--- src/rtl/regrun_pkg.sv ---
package regrun_pkg;
  typedef enum logic [2:0] {
    OP_LDM     = 3'd0,
    OP_STM     = 3'd1,
    OP_LDS_IMM = 3'd2,
    OP_STS_IMM = 3'd3,
    OP_LDS_IDX = 3'd4,
    OP_STS_IDX = 3'd5
  } op_e;

  typedef enum logic [1:0] {
    ST_OK    = 2'd0,
    ST_ALIGN = 2'd1,
    ST_FAULT = 2'd2
  } stat_e;

  typedef enum logic [1:0] {
    S_IDLE = 2'd0,
    S_XFER = 2'd1,
    S_FIN  = 2'd2
  } fsm_e;
endpackage

--- src/rtl/regrun_setup.sv ---
module regrun_setup
  import regrun_pkg::*;
#(
  parameter int AW     = 32,
  parameter int RIDX_W = 5,
  parameter int NB_W   = 5,
  parameter int CNT_W  = 8
) (
  input  logic [2:0]        op,
  input  logic [RIDX_W-1:0] start_reg,
  input  logic              base_zero,
  input  logic [AW-1:0]     base_val,
  input  logic [15:0]       disp,
  input  logic [AW-1:0]     index_val,
  input  logic [NB_W-1:0]   imm_nb,
  input  logic [CNT_W-1:0]  str_cnt,
  input  logic              le_mode,
  output logic [AW-1:0]     ea,
  output logic [CNT_W-1:0]  steps,
  output logic              align_err,
  output logic              empty
);
  localparam int NREG    = 1 << RIDX_W;
  localparam int NB_FULL = 1 << NB_W;

  logic [AW-1:0] base;
  logic [AW-1:0] dext;
  logic          is_word;
  logic          is_imm;

  always_comb begin
    base    = base_zero ? '0 : base_val;
    dext    = {{(AW-16){disp[15]}}, disp};
    is_word = (op == OP_LDM) || (op == OP_STM);
    is_imm  = (op == OP_LDS_IMM) || (op == OP_STS_IMM);
    if (is_word) begin
      ea        = base + dext;
      steps     = CNT_W'(NREG) - CNT_W'(start_reg);
      align_err = le_mode || (ea[1:0] != 2'b00);
    end else if (is_imm) begin
      ea        = base;
      steps     = (imm_nb == '0) ? CNT_W'(NB_FULL) : CNT_W'(imm_nb);
      align_err = le_mode;
    end else begin
      ea        = base + index_val;
      steps     = str_cnt;
      align_err = le_mode;
    end
    empty = (steps == '0);
  end
endmodule

--- src/rtl/regrun_lane.sv ---
module regrun_lane (
  input  logic [1:0]  lane,
  input  logic [31:0] acc,
  input  logic [7:0]  byte_in,
  input  logic [31:0] word_in,
  output logic [31:0] merged,
  output logic [7:0]  byte_out
);
  localparam int LANES = 4;

  logic [7:0] pick [LANES];

  for (genvar g = 0; g < LANES; g++) begin : g_pick
    assign pick[g] = word_in[31-8*g -: 8];
  end

  logic [4:0]  shamt;
  logic [31:0] keep;

  always_comb begin
    shamt    = {~lane, 3'b000};
    keep     = (lane == 2'd0) ? 32'h0 : acc;
    merged   = keep | ({24'h0, byte_in} << shamt);
    byte_out = pick[lane];
  end
endmodule

--- src/rtl/regrun_xfer.sv ---
module regrun_xfer
  import regrun_pkg::*;
#(
  parameter int AW     = 32,
  parameter int RIDX_W = 5,
  parameter int NB_W   = 5,
  parameter int CNT_W  = 8
) (
  input  logic              clk,
  input  logic              rst_n,
  input  logic              start,
  input  logic [2:0]        op,
  input  logic [RIDX_W-1:0] start_reg,
  input  logic              base_zero,
  input  logic [AW-1:0]     base_val,
  input  logic [15:0]       disp,
  input  logic [AW-1:0]     index_val,
  input  logic [NB_W-1:0]   imm_nb,
  input  logic [CNT_W-1:0]  str_cnt,
  input  logic              le_mode,
  output logic              busy,
  output logic              done,
  output logic [1:0]        status,
  output logic              mem_req,
  output logic              mem_we,
  output logic              mem_size,
  output logic [AW-1:0]     mem_addr,
  output logic [31:0]       mem_wdata,
  input  logic              mem_ack,
  input  logic              mem_fault,
  input  logic [31:0]       mem_rdata,
  output logic              rf_we,
  output logic [RIDX_W-1:0] rf_waddr,
  output logic [31:0]       rf_wdata,
  output logic [RIDX_W-1:0] rf_raddr,
  input  logic [31:0]       rf_rdata
);
  // reset: asserted asynchronously, released on a clock edge
  logic rst_m, rst_q;
  always_ff @(posedge clk or negedge rst_n) begin
    if (!rst_n) begin
      rst_m <= 1'b0;
      rst_q <= 1'b0;
    end else begin
      rst_m <= 1'b1;
      rst_q <= rst_m;
    end
  end

  logic [AW-1:0]    ea;
  logic [CNT_W-1:0] steps;
  logic             align_err, empty;

  regrun_setup #(.AW(AW), .RIDX_W(RIDX_W), .NB_W(NB_W), .CNT_W(CNT_W)) u_setup (
    .op(op), .start_reg(start_reg), .base_zero(base_zero), .base_val(base_val),
    .disp(disp), .index_val(index_val), .imm_nb(imm_nb), .str_cnt(str_cnt),
    .le_mode(le_mode), .ea(ea), .steps(steps), .align_err(align_err), .empty(empty)
  );

  fsm_e              state_q, state_d;
  logic [AW-1:0]     addr_q, addr_d;
  logic [CNT_W-1:0]  remain_q, remain_d;
  logic [RIDX_W-1:0] ptr_q, ptr_d;
  logic [1:0]        lane_q, lane_d;
  logic [31:0]       acc_q, acc_d;
  logic              load_q, load_d;
  logic              str_q, str_d;
  logic [1:0]        stat_q, stat_d;

  logic [31:0] merged;
  logic [7:0]  byte_out;

  regrun_lane u_lane (
    .lane(lane_q), .acc(acc_q), .byte_in(mem_rdata[7:0]), .word_in(rf_rdata),
    .merged(merged), .byte_out(byte_out)
  );

  logic accept, step_ok, step_en;

  always_comb begin
    accept   = (state_q == S_IDLE) && start;
    step_ok  = (state_q == S_XFER) && mem_ack && !mem_fault;
    step_en  = accept || step_ok;
    state_d  = state_q;
    addr_d   = addr_q;
    remain_d = remain_q;
    ptr_d    = ptr_q;
    lane_d   = lane_q;
    acc_d    = acc_q;
    load_d   = load_q;
    str_d    = str_q;
    stat_d   = stat_q;
    case (state_q)
      S_IDLE: begin
        if (start) begin
          load_d   = ~op[0];
          str_d    = (op != OP_LDM) && (op != OP_STM);
          addr_d   = ea;
          remain_d = steps;
          ptr_d    = start_reg;
          lane_d   = 2'd0;
          acc_d    = 32'h0;
          stat_d   = align_err ? ST_ALIGN : ST_OK;
          state_d  = (align_err || empty) ? S_FIN : S_XFER;
        end
      end
      S_XFER: begin
        if (mem_ack && mem_fault) begin
          stat_d  = ST_FAULT;
          state_d = S_FIN;
        end else if (mem_ack) begin
          remain_d = remain_q - CNT_W'(1);
          if (str_q) begin
            addr_d = addr_q + AW'(1);
            lane_d = lane_q + 2'd1;
            acc_d  = merged;
            if (lane_q == 2'd3) ptr_d = ptr_q + RIDX_W'(1);
          end else begin
            addr_d = addr_q + AW'(4);
            ptr_d  = ptr_q + RIDX_W'(1);
          end
          if (remain_q == CNT_W'(1)) state_d = S_FIN;
        end
      end
      default: state_d = S_IDLE;
    endcase
  end

  always_ff @(posedge clk or negedge rst_q) begin
    if (!rst_q) begin
      state_q  <= S_IDLE;
      addr_q   <= '0;
      remain_q <= '0;
      ptr_q    <= '0;
      lane_q   <= 2'd0;
      acc_q    <= 32'h0;
      load_q   <= 1'b0;
      str_q    <= 1'b0;
      stat_q   <= ST_OK;
    end else begin
      state_q <= state_d;
      if (step_en) begin
        addr_q   <= addr_d;
        remain_q <= remain_d;
        ptr_q    <= ptr_d;
        lane_q   <= lane_d;
        acc_q    <= acc_d;
      end
      if (accept) begin
        load_q <= load_d;
        str_q  <= str_d;
      end
      if (accept || (state_q == S_XFER && mem_ack)) stat_q <= stat_d;
    end
  end

  always_comb begin
    busy      = (state_q != S_IDLE);
    done      = (state_q == S_FIN);
    status    = stat_q;
    mem_req   = (state_q == S_XFER);
    mem_we    = ~load_q;
    mem_size  = ~str_q;
    mem_addr  = addr_q;
    mem_wdata = str_q ? {24'h0, byte_out} : rf_rdata;
    rf_raddr  = ptr_q;
    rf_waddr  = ptr_q;
    rf_we     = step_ok && load_q;
    rf_wdata  = str_q ? merged : mem_rdata;
  end


  req_hold_chk: assert property (@(posedge clk) disable iff (!rst_q)
    (mem_req && !mem_ack) |=> (mem_req && $stable(mem_addr) && $stable(mem_we)));

  word_align_chk: assert property (@(posedge clk) disable iff (!rst_q)
    (mem_req && mem_size) |-> (mem_addr[1:0] == 2'b00));

  fault_nowrite_chk: assert property (@(posedge clk) disable iff (!rst_q)
    (mem_ack && mem_fault) |-> !rf_we);

  fault_stop_chk: assert property (@(posedge clk) disable iff (!rst_q)
    (mem_req && mem_ack && mem_fault) |=> !mem_req);

  clear_chk: assert property (@(posedge clk) disable iff (!rst_q)
    (rf_we && str_q && lane_q == 2'd0) |-> (rf_wdata[23:0] == 24'h0));

  done_chk: assert property (@(posedge clk) disable iff (!rst_q)
    done |=> !busy);
endmodule

--- config.mk ---
export PLATFORM = sky130hd
export DESIGN_NAME = regrun_xfer
export DESIGN_NICKNAME = d
export VERILOG_FILES = /design/src/rtl/regrun_pkg.sv /design/src/rtl/regrun_setup.sv /design/src/rtl/regrun_lane.sv /design/src/rtl/regrun_xfer.sv
export SDC_FILE = /design/constraint.sdc
export NUM_CORES = 1
export LEC_CHECK = 0
export ABC_AREA = 1
export BUFFER_PORTS_ARGS = -buffer_cell sky130_fd_sc_hd__buf_2
export CAP_MARGIN = 20
export CORE_ASPECT_RATIO = 1.5
export CORE_MARGIN = 4
export CORE_UTILIZATION = 45
export CTS_CLUSTER_SIZE = 14
export DETAILED_ROUTE_END_ITERATION = 16
export PLACE_DENSITY = 0.69
export SYNTH_ARGS = -nofsm -noshare
export SYNTH_HDL_FRONTEND = slang
export SYNTH_SLANG_ARGS = --single-unit
--- constraint.sdc ---
create_clock -name clk -period 2.8 [get_ports clk]
set_input_delay 0.14 -clock clk [delete_from_list [all_inputs] [get_ports clk]]
set_output_delay 0.14 -clock clk [all_outputs]
set_load 0.01 [all_outputs]
# Word level (Yosys, flattened, before mapping)
# Index checks and enable logic that the tools add are counted.
[op_classes]
n_lt_le_gt_ge = 1
n_eq_ne = 16
n_addsub = 8
mux = 48
reduce_logical = 28
bitwise_logic = 6
shifts = 1
[ops]
columns = ["operator", "count"]
rows = [
  ["two-way mux 32 bit", 14],
  ["case mux 32 bit (2 select lines)", 2],
  ["adder 32 bit", 2],
  ["two-way mux 8 bit", 7],
  ["adder 32 x 1 -> 32 bit (second input constant)", 1],
  ["adder 32 x 3 -> 32 bit (second input constant)", 1],
  ["OR 32 bit", 1],
  ["<< shifter 8 x 5 -> 32 bit", 1],
  ["two-way mux 5 bit", 5],
  ["two-way mux 2 bit", 11],
  ["binary-select mux 8 bit (select 2 bit)", 1],
  ["case mux 8 bit (2 select lines)", 1],
  ["case mux 2 bit (2 select lines)", 3],
  ["AND reduction 6 bit", 2],
  ["case mux 5 bit (2 select lines)", 1],
  ["!= test 3 x 1 -> 1 bit (second input constant)", 3],
  ["equality test 8 x 1 -> 1 bit (second input constant)", 1],
  ["zero test 8 bit", 1],
  ["subtractor 8 x 1 -> 8 bit (second input constant)", 1],
  ["subtractor 6 x 5 -> 7 bit (first input constant)", 1],
  ["equality test 3 x 2 -> 1 bit (second input constant)", 2],
  ["logical AND 1 bit", 6],
  ["logical OR 1 bit", 6],
  ["two-way mux 6 bit", 1],
  ["22 further kinds", 33],
]
[word_totals]
wordCells = 119
regBits = 87
output_inout_bits = 114

# Depth between registers and ports, before layout
[logic_depth]
ltp_word = 9
mapped_depth = 23
ltp_nobuf = 22

# Hierarchy
# From an unflattened synthesis, not the netlist that was laid out.
[hier_totals]
hier_cells = 2366
area_unflattened_um2 = 12647.1
[by_module_without_submodules]
columns = ["module", "seq_area_each_um2", "area_each_um2", "cells_per_inst", "n_inst"]
rows = [
  ["regrun_setup", 0.0, 6048.3, 1318, 1],
  ["regrun_xfer", 2177.1, 5735.5, 863, 1],
  ["regrun_lane", 0.0, 863.3, 185, 1],
]

# Least setup slack after synthesis
# No wires, ideal clock.
[synth_path]
path_kind = "flip-flop to output port"
from = "reg lane_q[1]"
to = "out rf_wdata[1]"
path_stages_with_launch = 9
slack_ns = 0.662
arrival_ns = 1.998
cell_sequence = "dfrtp_1 clkbuf_1 clkinv_1 clkbuf_1 ha_1 clkbuf_1 o22ai_1 inv_1 o21ai_0"
[synth_via]
elab_chain_len = 4
[synth_lines]
columns = ["item", "line", "text"]
rows = [
  ["start, declared", "regrun_xfer.sv:64", "logic [1:0] lane_q, lane_d;"],
  ["start signal, assigned", "regrun_xfer.sv:146", "lane_q <= lane_d;"],
  ["inverter 2 bit / zero test 2 bit (equally long branches)", "regrun_lane.sv:21, regrun_lane.sv:22", ""],
  ["<< shifter 8 x 5 -> 32 bit / two-way mux 32 bit (equally long branches)", "regrun_lane.sv:23, regrun_lane.sv:22", ""],
  ["OR 32 bit (*)", "regrun_lane.sv:23", "merged = keep | ({24'h0, byte_in} << shamt);"],
  ["two-way mux 32 bit (*)", "regrun_xfer.sv:169", "rf_wdata = str_q ? merged : mem_rdata;"],
  ["end, declared", "regrun_xfer.sv:34", "output logic [31:0] rf_wdata,"],
]
# Every way passes the cells marked *; elsewhere a longest branch is shown, timed or not.

# Final worst setup path
[layout_path]
from = "reg lane_q[0]"
to = "out rf_wdata[6]"
# The elaborated chain is that of the path after synthesis.

==> reports/metrics.cfg <==
[yosys]
synth-seq-cells=87
syn-num-nets=2393
avgSynthCellArea_sq_um=5.45
yosys-mux-area-fraction_pct=0
ys_top_cells_by_area=nand2_1 22%, dfrtp_1 18%, inv_1 12%, nand3_1 6.6%, nor2_1 6.1%
async_reset_ff_share_pct=100
synth_compound_area_share_pct=16.9
synthesis.area_sq_um=12000
synthXorXnorAreaFrac_pct=2.56
synthFlopType=dfrtp_1
yosys_warnings=0
synth_edf_count=0
synth-simple-area-share_pct=43.7
synth_top_family_by_area=simple AND/OR/NAND/NOR gates
synth_top_area_cell=nand2_1
seq_area_frac_synth_pct=18.2
synth_fa_ha_area_share_pct=2.72
synthDominantCellAreaShare_pct=22.4
synth.distinct_cells=52
netlist_instances=2195

[layout]
post-route-util_pct=54.5
drive_gt1_share_pct=18.1
multi_input_area_sq_um=7910
regArea_sq_um=2180
final_common_cell=nand2_1
fillCellCount=2797
nets=2668
diodes=0
final_cell_mix=713 x nand2_1, 394 x inv_1, 285 x buf_2, 190 x nor2_1, 158 x nand3_1
area_growth_syn_to_layout_pct=18.4

[power_and_ir_drop]
power_frac_comb_pct=63.8
p_sw_share_pct=53.5
leakage_nw=8.28
p_int_mw=4.33
pwr-share-clk_pct=11.9
peakVddDrop_mv=0.851
seq_power_share_pct=24.3
switchingPower_mw=4.97
p_per_area_nw_per_um2=656

[sta]
finalHoldViolations=0
slew_violations=0
clock_skew_ns=0.0105
maxSlewHeadroom_pct=55.1
worst_pin_slew_ns=0.674
rsz0062_at_grt=false
fin_crit_sh_pct=89.1
clock.fmax_mhz=401
fin_crit_ns=2.50
setup_violations=0
fin_setup_tns_ns=0

[setup_path]
rr_worst_depth=17
endpoint_kind=output port
slowest_delay_ns=0.44
path_class=reg -> out
path_delay_family=buffers and inverters
worst-path-stages=7
cp_data_arrival_time_ns=2.36
critical_path.slowest_cell=ha_1
reg2reg_to=mem_addr[26]
required_ns=2.66
critPathMaxFanout=29
crit_chain=clkinv_1, ha_1, buf_16, o22ai_1, inv_1, o21ai_0, buf_2
timing.critical_path.buf_inv=4
critPathLaunchType=flip-flop
r2r-start=mem_addr[0]
critPathCapture=rf_wdata[6]
rrSetupSlack_ns=0.35
cp-startpoint=lane_q[0]

[floorplanning]
std_cell_rows=72
core_area_sq_um=26000
initial_core_util_pct=46.0
die_area_sq_um=29300
die_h_um=208
io_pins=286
dieWidth_um=141

[drt]
antenna_left=0
viasPerCell=5.30
wire_per_inst_um=17.2
dr.pass1.iters=8
first_iter_violations=876
wl_um=48200
drc=0
vias=14887

[clocking]
clock_latency_ns=0.34
cts_tree=yes
path_clk_slew_ns=0.06
cts_buffers=9
root_buffer=clkbuf_16
htree_levels=3
cts_buffer_depth=2
numClockSinks=87

[placement]
dp_hpwl_um=40500
place.gp.congestion=1.03
io_buffers=285

[global_route]
grt_pass1_vias=14561
grt_usage_pct=31.8
overflow=0
grt_max_degree=63
grt_pass1_wl_um=74800
antenna_found_initial=0

[run_status]
status=finished, final reports clean

[hold_path]
hold_path_class=in -> reg
min_path_cells=2

[run]
drv_cap=0

==> per-layer routing <==
metal,share of wire (%),up-vias,GRT usage [%]
met3,5.5,154,2.26
li1,-,7499,-
met5,0,-,0
met1,37,6648,34.2
met2,51,586,59.2
met4,6.9,0,19.2
==> state kept, by name, summed over array words and instances, names as in the netlist <==
signal,flops
rst_m,1
rf_raddr,5
lane_q,2
load_q,1
status,2
remain_q,8
str_q,1
mem_addr,32
rst_q,1
state_q,2
acc_q,32
==> final cells by class <==
cell class                      instances  share of cell area [%]
Multi-Input combinational cell       1624                    55.8
Sequential cell                        87                    15.4
Timing Repair Buffer                  333                    13.0
Inverter                              415                    11.0
Tap cell                              333                    2.94
Clock buffer                           12                    1.67
Clock inverter                          4                   0.221
==> metrics by stage <==
step,hold slack [ns],cells,power [mW],setup slack (ns),area [sq um]
global route,0.0213,2808,10.1,0.0303,14200
CTS,0.00508,2807,9.24,0.0572,14100
finish,0.0136,2808,9.30,0.304,14200
detailed placement,-0.0742,2790,8.10,0.0319,13900
global placement,-0.0748,2790,8.01,0.0102,13900
floorplan,-0.156,2195,5.98,0.197,12000
==> cells by family after synthesis <==
group | after synthesis
AO/OA/AOI/OAI | 359
XOR/XNOR | 35
adder cells (fa/ha/maj) | 26
buffers and inverters | 484
flip-flops | 87
other | 1
AND/OR/NAND/NOR | 1203
==> cell usage after synthesis, types with 14 or more instances <==
| cell | n |
|---|---|
| nand2_2 | 23 |
| a21oi_1 | 106 |
| nor2_1 | 194 |
| nand3_1 | 158 |
| ha_1 | 26 |
| o22ai_1 | 64 |
| dfrtp_1 | 87 |
| xor2_1 | 26 |
| nand4_1 | 20 |
| nand3_2 | 15 |
| o21ai_0 | 123 |
| nor3_1 | 21 |
| clkbuf_1 | 43 |
| nand2_1 | 714 |
| inv_1 | 394 |
| inv_2 | 14 |
| nor2_2 | 20 |
==> power by group through the flow <==
stage               clock network [mW]  logic [mW]  registers, mW
floorplan                            0        3.74           2.24
global placement                     0        5.76           2.25
detailed placement                   0        5.83           2.27
CTS                               1.13        5.86           2.25
global route                      1.16        6.64           2.32
finish                            1.10        5.94           2.26
==> repair_timing <==
item | in CTS | in global routing
resized for setup | 0 | 2
hold buffers | 1 | 0
endpoints found under the setup margin | 0 | 1
endpoints found under the hold margin | 2 | 0
buffers inserted | 0 | 0
==> worst register-to-register path, stage by stage (launching register included) <==
cell and delay [ns]:
dfrtp_1 0.40, ha_1 0.20, inv_1 0.05, nand2_1 0.08, nand2_1 0.07, nor2_1 0.17
nand2_1 0.10, nor2_1 0.15, nand2_1 0.11, nor2_2 0.14, nand2_1 0.13, nor2_2 0.16
nand3_1 0.12, a21oi_1 0.16, o21ai_0 0.10, nand2_1 0.06, inv_1 0.04, a21oi_1 0.13
==> worst min path at each step <==
stage           from     end  slack [ns]
2_1_floorplan  rst_n   rst_m       -0.16
3_3_place_gp   rst_n   rst_m       -0.07
3_5_place_dp   rst_n   rst_m       -0.07
4_1_cts        op[0]  load_q       0.005
5_1_grt        op[0]  load_q        0.02
6_report       op[0]  load_q        0.01
(Power assumes the default switching activity.)
